$ cat config.mk
export PLATFORM = sky130hd
export DESIGN_NAME = thread_rename_table
export DESIGN_NICKNAME = d
export VERILOG_FILES = /design/src/rtl/thread_rename_pkg.sv /design/src/rtl/thread_rename_spec_map.sv /design/src/rtl/thread_rename_arch_map.sv /design/src/rtl/thread_rename_free_pool.sv /design/src/rtl/thread_rename_table.sv
export SDC_FILE = /design/constraint.sdc
export NUM_CORES = 2
export LEC_CHECK = 0
export ABC_CLOCK_PERIOD_IN_PS = 4750
export BUFFER_PORTS_ARGS = -buffer_cell sky130_fd_sc_hd__buf_2
export CAP_MARGIN = 20
export CORE_MARGIN = 4
export CORE_UTILIZATION = 64
export CTS_BUF_LIST = sky130_fd_sc_hd__clkbuf_16
export CTS_CLUSTER_SIZE = 20
export DETAILED_ROUTE_END_ITERATION = 10
export GPL_ROUTABILITY_DRIVEN = 0
export PLACE_DENSITY = 0.81
export SLEW_MARGIN = 0
export SYNTH_ARGS = -nofsm -noshare
export SYNTH_HDL_FRONTEND = slang
export SYNTH_HIERARCHICAL = 1
export SYNTH_SLANG_ARGS = --single-unit
$ cat constraint.sdc
create_clock -name clk -period 4.75 [get_ports clk]
set_clock_uncertainty 0.15 [all_clocks]
set_input_delay 0.475 -clock clk [delete_from_list [all_inputs] [get_ports clk]]
set_output_delay 0.475 -clock clk [all_outputs]
set_load 0.01 [all_outputs]
$ cat src/rtl/thread_rename_pkg.sv
package thread_rename_pkg;
  typedef enum logic [1:0] {
    PR_FREE = 2'd0,
    PR_SPEC = 2'd1,
    PR_ARCH = 2'd2
  } preg_state_e;
endpackage

$ cat src/rtl/thread_rename_spec_map.sv
module thread_rename_spec_map #(
  parameter int NT = 2,
  parameter int NA = 16,
  parameter int NP = 64,
  localparam int TW = $clog2(NT),
  localparam int AW = $clog2(NA),
  localparam int PW = $clog2(NP)
) (
  input  logic                   clk,
  input  logic                   rst,
  input  logic [TW-1:0]          rd_tid,
  input  logic [AW-1:0]          rd_a0,
  input  logic [AW-1:0]          rd_a1,
  output logic [PW-1:0]          rd_p0,
  output logic [PW-1:0]          rd_p1,
  input  logic                   wr_en,
  input  logic [TW-1:0]          wr_tid,
  input  logic [AW-1:0]          wr_a,
  input  logic [PW-1:0]          wr_p,
  input  logic                   ld_en,
  input  logic [TW-1:0]          ld_tid,
  input  logic [NA-1:0][PW-1:0]  ld_row
);
  logic [PW-1:0] map_q [NT][NA];

  assign rd_p0 = map_q[rd_tid][rd_a0];
  assign rd_p1 = map_q[rd_tid][rd_a1];

  // A flush reloads one thread's row; the rename write targets the other thread
  always_ff @(posedge clk) begin
    if (rst) begin
      for (int t = 0; t < NT; t++)
        for (int r = 0; r < NA; r++)
          map_q[t][r] <= PW'(t * NA + r);
    end else begin
      for (int t = 0; t < NT; t++)
        if (ld_en && ld_tid == TW'(t))
          for (int r = 0; r < NA; r++)
            map_q[t][r] <= ld_row[r];
      if (wr_en)
        map_q[wr_tid][wr_a] <= wr_p;
    end
  end
endmodule

$ cat src/rtl/thread_rename_arch_map.sv
module thread_rename_arch_map #(
  parameter int NT = 2,
  parameter int NA = 16,
  parameter int NP = 64,
  localparam int TW = $clog2(NT),
  localparam int AW = $clog2(NA),
  localparam int PW = $clog2(NP)
) (
  input  logic                   clk,
  input  logic                   rst,
  input  logic                   cm_en,
  input  logic [TW-1:0]          cm_tid,
  input  logic [AW-1:0]          cm_a,
  input  logic [PW-1:0]          cm_p,
  output logic [PW-1:0]          old_p,
  input  logic [TW-1:0]          row_tid,
  output logic [NA-1:0][PW-1:0]  row_nxt
);
  logic [PW-1:0] map_q [NT][NA];

  assign old_p = map_q[cm_tid][cm_a];

  // Next-state view of one thread's row, including a commit in this cycle
  always_comb begin
    for (int r = 0; r < NA; r++)
      row_nxt[r] = map_q[row_tid][r];
    if (cm_en && cm_tid == row_tid)
      row_nxt[cm_a] = cm_p;
  end

  always_ff @(posedge clk) begin
    if (rst) begin
      for (int t = 0; t < NT; t++)
        for (int r = 0; r < NA; r++)
          map_q[t][r] <= PW'(t * NA + r);
    end else if (cm_en) begin
      map_q[cm_tid][cm_a] <= cm_p;
    end
  end
endmodule

$ cat src/rtl/thread_rename_free_pool.sv
module thread_rename_free_pool
  import thread_rename_pkg::*;
#(
  parameter int NT = 2,
  parameter int NA = 16,
  parameter int NP = 64,
  localparam int TW = $clog2(NT),
  localparam int PW = $clog2(NP)
) (
  input  logic           clk,
  input  logic           rst,
  output logic           any_free,
  output logic [PW-1:0]  alloc_p,
  input  logic           alloc_en,
  input  logic [TW-1:0]  alloc_tid,
  input  logic           rel_en,
  input  logic [PW-1:0]  rel_old,
  input  logic [PW-1:0]  rel_new,
  input  logic           fl_en,
  input  logic [TW-1:0]  fl_tid
);
  preg_state_e   st_q  [NP];
  preg_state_e   st_d  [NP];
  logic [TW-1:0] own_q [NP];
  logic [TW-1:0] own_d [NP];

  // Lowest-index free register wins
  always_comb begin
    alloc_p  = '0;
    any_free = 1'b0;
    for (int i = NP - 1; i >= 0; i--)
      if (st_q[i] == PR_FREE) begin
        alloc_p  = PW'(i);
        any_free = 1'b1;
      end
  end

  // Order: flush reclaim, then commit promotion, then new allocation
  always_comb begin
    for (int i = 0; i < NP; i++) begin
      st_d[i]  = st_q[i];
      own_d[i] = own_q[i];
      if (fl_en && st_q[i] == PR_SPEC && own_q[i] == fl_tid)
        st_d[i] = PR_FREE;
    end
    if (rel_en) begin
      st_d[rel_old] = PR_FREE;
      st_d[rel_new] = PR_ARCH;
    end
    if (alloc_en) begin
      st_d[alloc_p]  = PR_SPEC;
      own_d[alloc_p] = alloc_tid;
    end
  end

  always_ff @(posedge clk) begin
    if (rst) begin
      for (int i = 0; i < NP; i++) begin
        st_q[i]  <= (i < NT * NA) ? PR_ARCH : PR_FREE;
        own_q[i] <= TW'(i / NA);
      end
    end else begin
      for (int i = 0; i < NP; i++) begin
        st_q[i]  <= st_d[i];
        own_q[i] <= own_d[i];
      end
    end
  end
endmodule

$ cat src/rtl/thread_rename_table.sv
module thread_rename_table #(
  parameter int NUM_THREADS = 2,
  parameter int NUM_AREGS   = 16,
  parameter int NUM_PREGS   = 64,
  localparam int TW = $clog2(NUM_THREADS),
  localparam int AW = $clog2(NUM_AREGS),
  localparam int PW = $clog2(NUM_PREGS)
) (
  input  logic           clk,
  input  logic           rst,
  input  logic           rn_valid,
  input  logic [TW-1:0]  rn_tid,
  input  logic [AW-1:0]  rn_src0,
  input  logic [AW-1:0]  rn_src1,
  input  logic           rn_dst_en,
  input  logic [AW-1:0]  rn_dst,
  output logic           rn_ready,
  input  logic           cm_valid,
  input  logic [TW-1:0]  cm_tid,
  input  logic [AW-1:0]  cm_areg,
  input  logic [PW-1:0]  cm_ptag,
  input  logic           fl_valid,
  input  logic [TW-1:0]  fl_tid,
  output logic           out_valid,
  output logic [TW-1:0]  out_tid,
  output logic           out_dst_en,
  output logic [PW-1:0]  out_ps0,
  output logic [PW-1:0]  out_ps1,
  output logic [PW-1:0]  out_pd
);
  logic                  pool_any_free;
  logic [PW-1:0]         pool_alloc_p;
  logic [PW-1:0]         arch_old_p;
  logic [NUM_AREGS-1:0][PW-1:0] arch_row_nxt;
  logic [PW-1:0]         src0_p;
  logic [PW-1:0]         src1_p;
  logic                  rn_fire;
  logic                  alloc_go;

  assign rn_ready = !(fl_valid && fl_tid == rn_tid) && (!rn_dst_en || pool_any_free);
  assign rn_fire  = rn_valid && rn_ready;
  assign alloc_go = rn_fire && rn_dst_en;

  thread_rename_spec_map #(.NT(NUM_THREADS), .NA(NUM_AREGS), .NP(NUM_PREGS)) u_spec (
    .clk    (clk),
    .rst    (rst),
    .rd_tid (rn_tid),
    .rd_a0  (rn_src0),
    .rd_a1  (rn_src1),
    .rd_p0  (src0_p),
    .rd_p1  (src1_p),
    .wr_en  (alloc_go),
    .wr_tid (rn_tid),
    .wr_a   (rn_dst),
    .wr_p   (pool_alloc_p),
    .ld_en  (fl_valid),
    .ld_tid (fl_tid),
    .ld_row (arch_row_nxt)
  );

  thread_rename_arch_map #(.NT(NUM_THREADS), .NA(NUM_AREGS), .NP(NUM_PREGS)) u_arch (
    .clk     (clk),
    .rst     (rst),
    .cm_en   (cm_valid),
    .cm_tid  (cm_tid),
    .cm_a    (cm_areg),
    .cm_p    (cm_ptag),
    .old_p   (arch_old_p),
    .row_tid (fl_tid),
    .row_nxt (arch_row_nxt)
  );

  thread_rename_free_pool #(.NT(NUM_THREADS), .NA(NUM_AREGS), .NP(NUM_PREGS)) u_pool (
    .clk       (clk),
    .rst       (rst),
    .any_free  (pool_any_free),
    .alloc_p   (pool_alloc_p),
    .alloc_en  (alloc_go),
    .alloc_tid (rn_tid),
    .rel_en    (cm_valid),
    .rel_old   (arch_old_p),
    .rel_new   (cm_ptag),
    .fl_en     (fl_valid),
    .fl_tid    (fl_tid)
  );

  always_ff @(posedge clk) begin
    if (rst) begin
      out_valid  <= 1'b0;
      out_tid    <= '0;
      out_dst_en <= 1'b0;
      out_ps0    <= '0;
      out_ps1    <= '0;
      out_pd     <= '0;
    end else begin
      out_valid <= rn_fire;
      if (rn_fire) begin
        out_tid    <= rn_tid;
        out_dst_en <= rn_dst_en;
        out_ps0    <= src0_p;
        out_ps1    <= src1_p;
        out_pd     <= pool_alloc_p;
      end
    end
  end
endmodule

==> out/metrics.yaml <==
ys_async_sr_fraction_pct: 0
cp-end-kind: "flip-flop"
fmax_ghz: 0.240
drtIter0Drc: 5876
dp_hpwl_um: 75700
synth_area_um2: 34000
grt_pass1_vias: 27447
yosysTopAreaCellShare_pct: 33.9
wire_per_inst_um: 28.8
finalSetupTns_ps: 0
tritoncts: "built"
io_pins: 53
via_count: 28973
die_y_um: 239
post_cts_buffers: 0
placementRows: 84
final-max-slew-violation-count: 0
fin_cells: 3911
synth_area_per_cell_um2: 10.5
synth_area_leaders: "edfxtp_1, dfxtp_1, mux4_2"
ys_ff_latch: 597
areaGrowthSynthToFinish_pct: 7.61
maxSlewHeadroom_pct: 23.9
hold_viol: 0
ys.flop_type: "edfxtp_1"
drive_gt1_share_pct: 14.4
outcome: "complete, but fails checks"
cts_buffer_depth: 3
coreArea_um2: 52600
required_ps: 5000
grt_max_degree: 183
syn_inst: 3241
seq_area_frac_synth_pct: 46.4
clkLatencyLatePin_ps: 650
clock_sinks: 597
cts_resized: 0
final_cell_mix: "edfxtp_1, nand2_1, nor2_1"
p_leak_nw: 13.1
synth_top_area_cell: "edfxtp_1"
cp-startpoint: "u_pool/st_q[0][45]"
finalSetupViolations: 0
track_usage_pct: 38.4
htree_num_levels: 2
synth_warnings: 6
maxCapViolations: 0
drc: 2
timing.rr.start: "u_pool/st_q[0][45]"
die_w_um: 239
cp.arrival_ps: 4410
synthDistinctLibCells: 83
dieArea_um2: 56900
startpoint_type: "flip-flop"
peakVddDrop_uv: 327
layout_commonest_cell: "edfxtp_1"
cts_root_buf: "clkbuf_16"
hp-class: "in -> reg"
p_per_area_nw_per_um2: 369
worst_pin_slew_ps: 1140
critPathMaxFanout: 13
io_buffers: 52
start_util_pct: 64.7
clkTransAtPathRegs_ps: 60
grt-ovfl-total: 0
place_inst: 3789
ant_nets: 0
routed_wl_um: 112000
hold_path_startpoint: "rn_dst_en"
timing.final.crit_share_pct: 87.6
layout.nets: 3199
drt_first_pass_iters: 11
violations: "DRC"
path_class: "reg -> reg"
post-place-ws_ps: 618
rsz0062_at_grt: "false"
min_period_ps: 4160
antenna_found_initial: 4
numCtsBuffers: 60
p_total_mw: 13.5
synth-edff-count: 384
grt_pass1_wl_um: 167000
final_util_pct: 69.6
synth_nets: 3272
setup_ws_ps: 591
holdBufCountCts: 0
viasPerCell: 7.41
[cell type report]
type / count / area (um^2)
Antenna cell: 3 / 7.51
Clock buffer: 61 / 1530
Clock inverter: 53 / 450
Fill cell: 3627 / 16000
Inverter: 16 / 60.1
Multi-Input combinational cell: 2364 / 17000
Sequential cell: 597 / 15800
Tap cell: 688 / 861
Timing Repair Buffer: 129 / 876
[metrics by stage]
step / instance area (um^2) / hold WS (ps)
after floorplan: 34000 / 310
after global placement: 34600 / 305
after detailed placement: 34600 / 308
after CTS: 36600 / 12.6
after global routing: 36600 / 44.1
final: 36600 / 26.6
[cell families (layout without fill, tap and decap cells)]
| logic type | count (synthesis) | count (layout) | synth area share (%) |
|---|---|---|---|
| buf+inv | 280 | 259 | 3.58 |
| simple gates | 1309 | 1309 | 19.6 |
| flops | 597 | 597 | 46.4 |
| mux | 468 | 468 | 19.1 |
| xor+xnor | 66 | 66 | 1.70 |
| other cells | 0 | 3 | 0 |
| compound gates | 521 | 521 | 9.63 |
[final timing paths]
path | to | slack [ps] | cells past startpoint
worst min-delay path | out_dst_en | 30 | 3
worst max register to register | u_spec/map_q[0][52] | 590 | 12
worst min register to register | out_ps1[0] | 320 | 2
worst max-delay path | u_spec/map_q[0][52] | 590 | 12
[per-layer routing]
layer  routed length [um]  part of all wire (%)  global-route usage (%)
met2                46700                    42                    56.2
met3                20500                    18                    15.1
met4                 6610                   5.9                    15.9
met5                   28                 0.025                       0
met1                38600                    34                    51.6
[power by group]
group	total [mW]	leakage, nW	switching, mW	internal, mW
Sequential	5.99	5.46	0.185	5.81
Combinational	2.66	6.63	1.92	0.741
Clock	4.84	1.01	2.09	2.75
[registers in the layout, indices dropped and copies added, names as in the netlist]
register	flops
u_spec/map_q	192
out_tid	1
out_dst_en	1
out_ps1	6
u_pool/own_q	64
out_ps0	6
out_pd	6
out_valid	1
u_arch/map_q	192
u_pool/st_q	128
[critical path, stage by stage (launching register included)]
cell and delay (ps):
dfxtp_1 380, o22ai_1 230, nor4_1 750, and2_1 360, nand4_1 180, nor2b_1 320
a211oi_4 70, and2_1 240, buf_4 190, nand2b_1 230, or3_1 440, nand3_1 140
o21ai_0 220
[synthesized netlist by cell type, drive strengths merged, types with 57 or more instances]
cell type and instances:
edfxtp 384, nand2 365, nor2 252, dfxtp 213, mux2i 198, clkbuf 178
a21oi 162, mux2 144, nand2b 143, o21ai 128, mux4 126, nand4 123
nand3 96, buf 86, nor3 76, nand3b 64, xnor2 64, and2 57
Power figures use the tool's default switching activity.
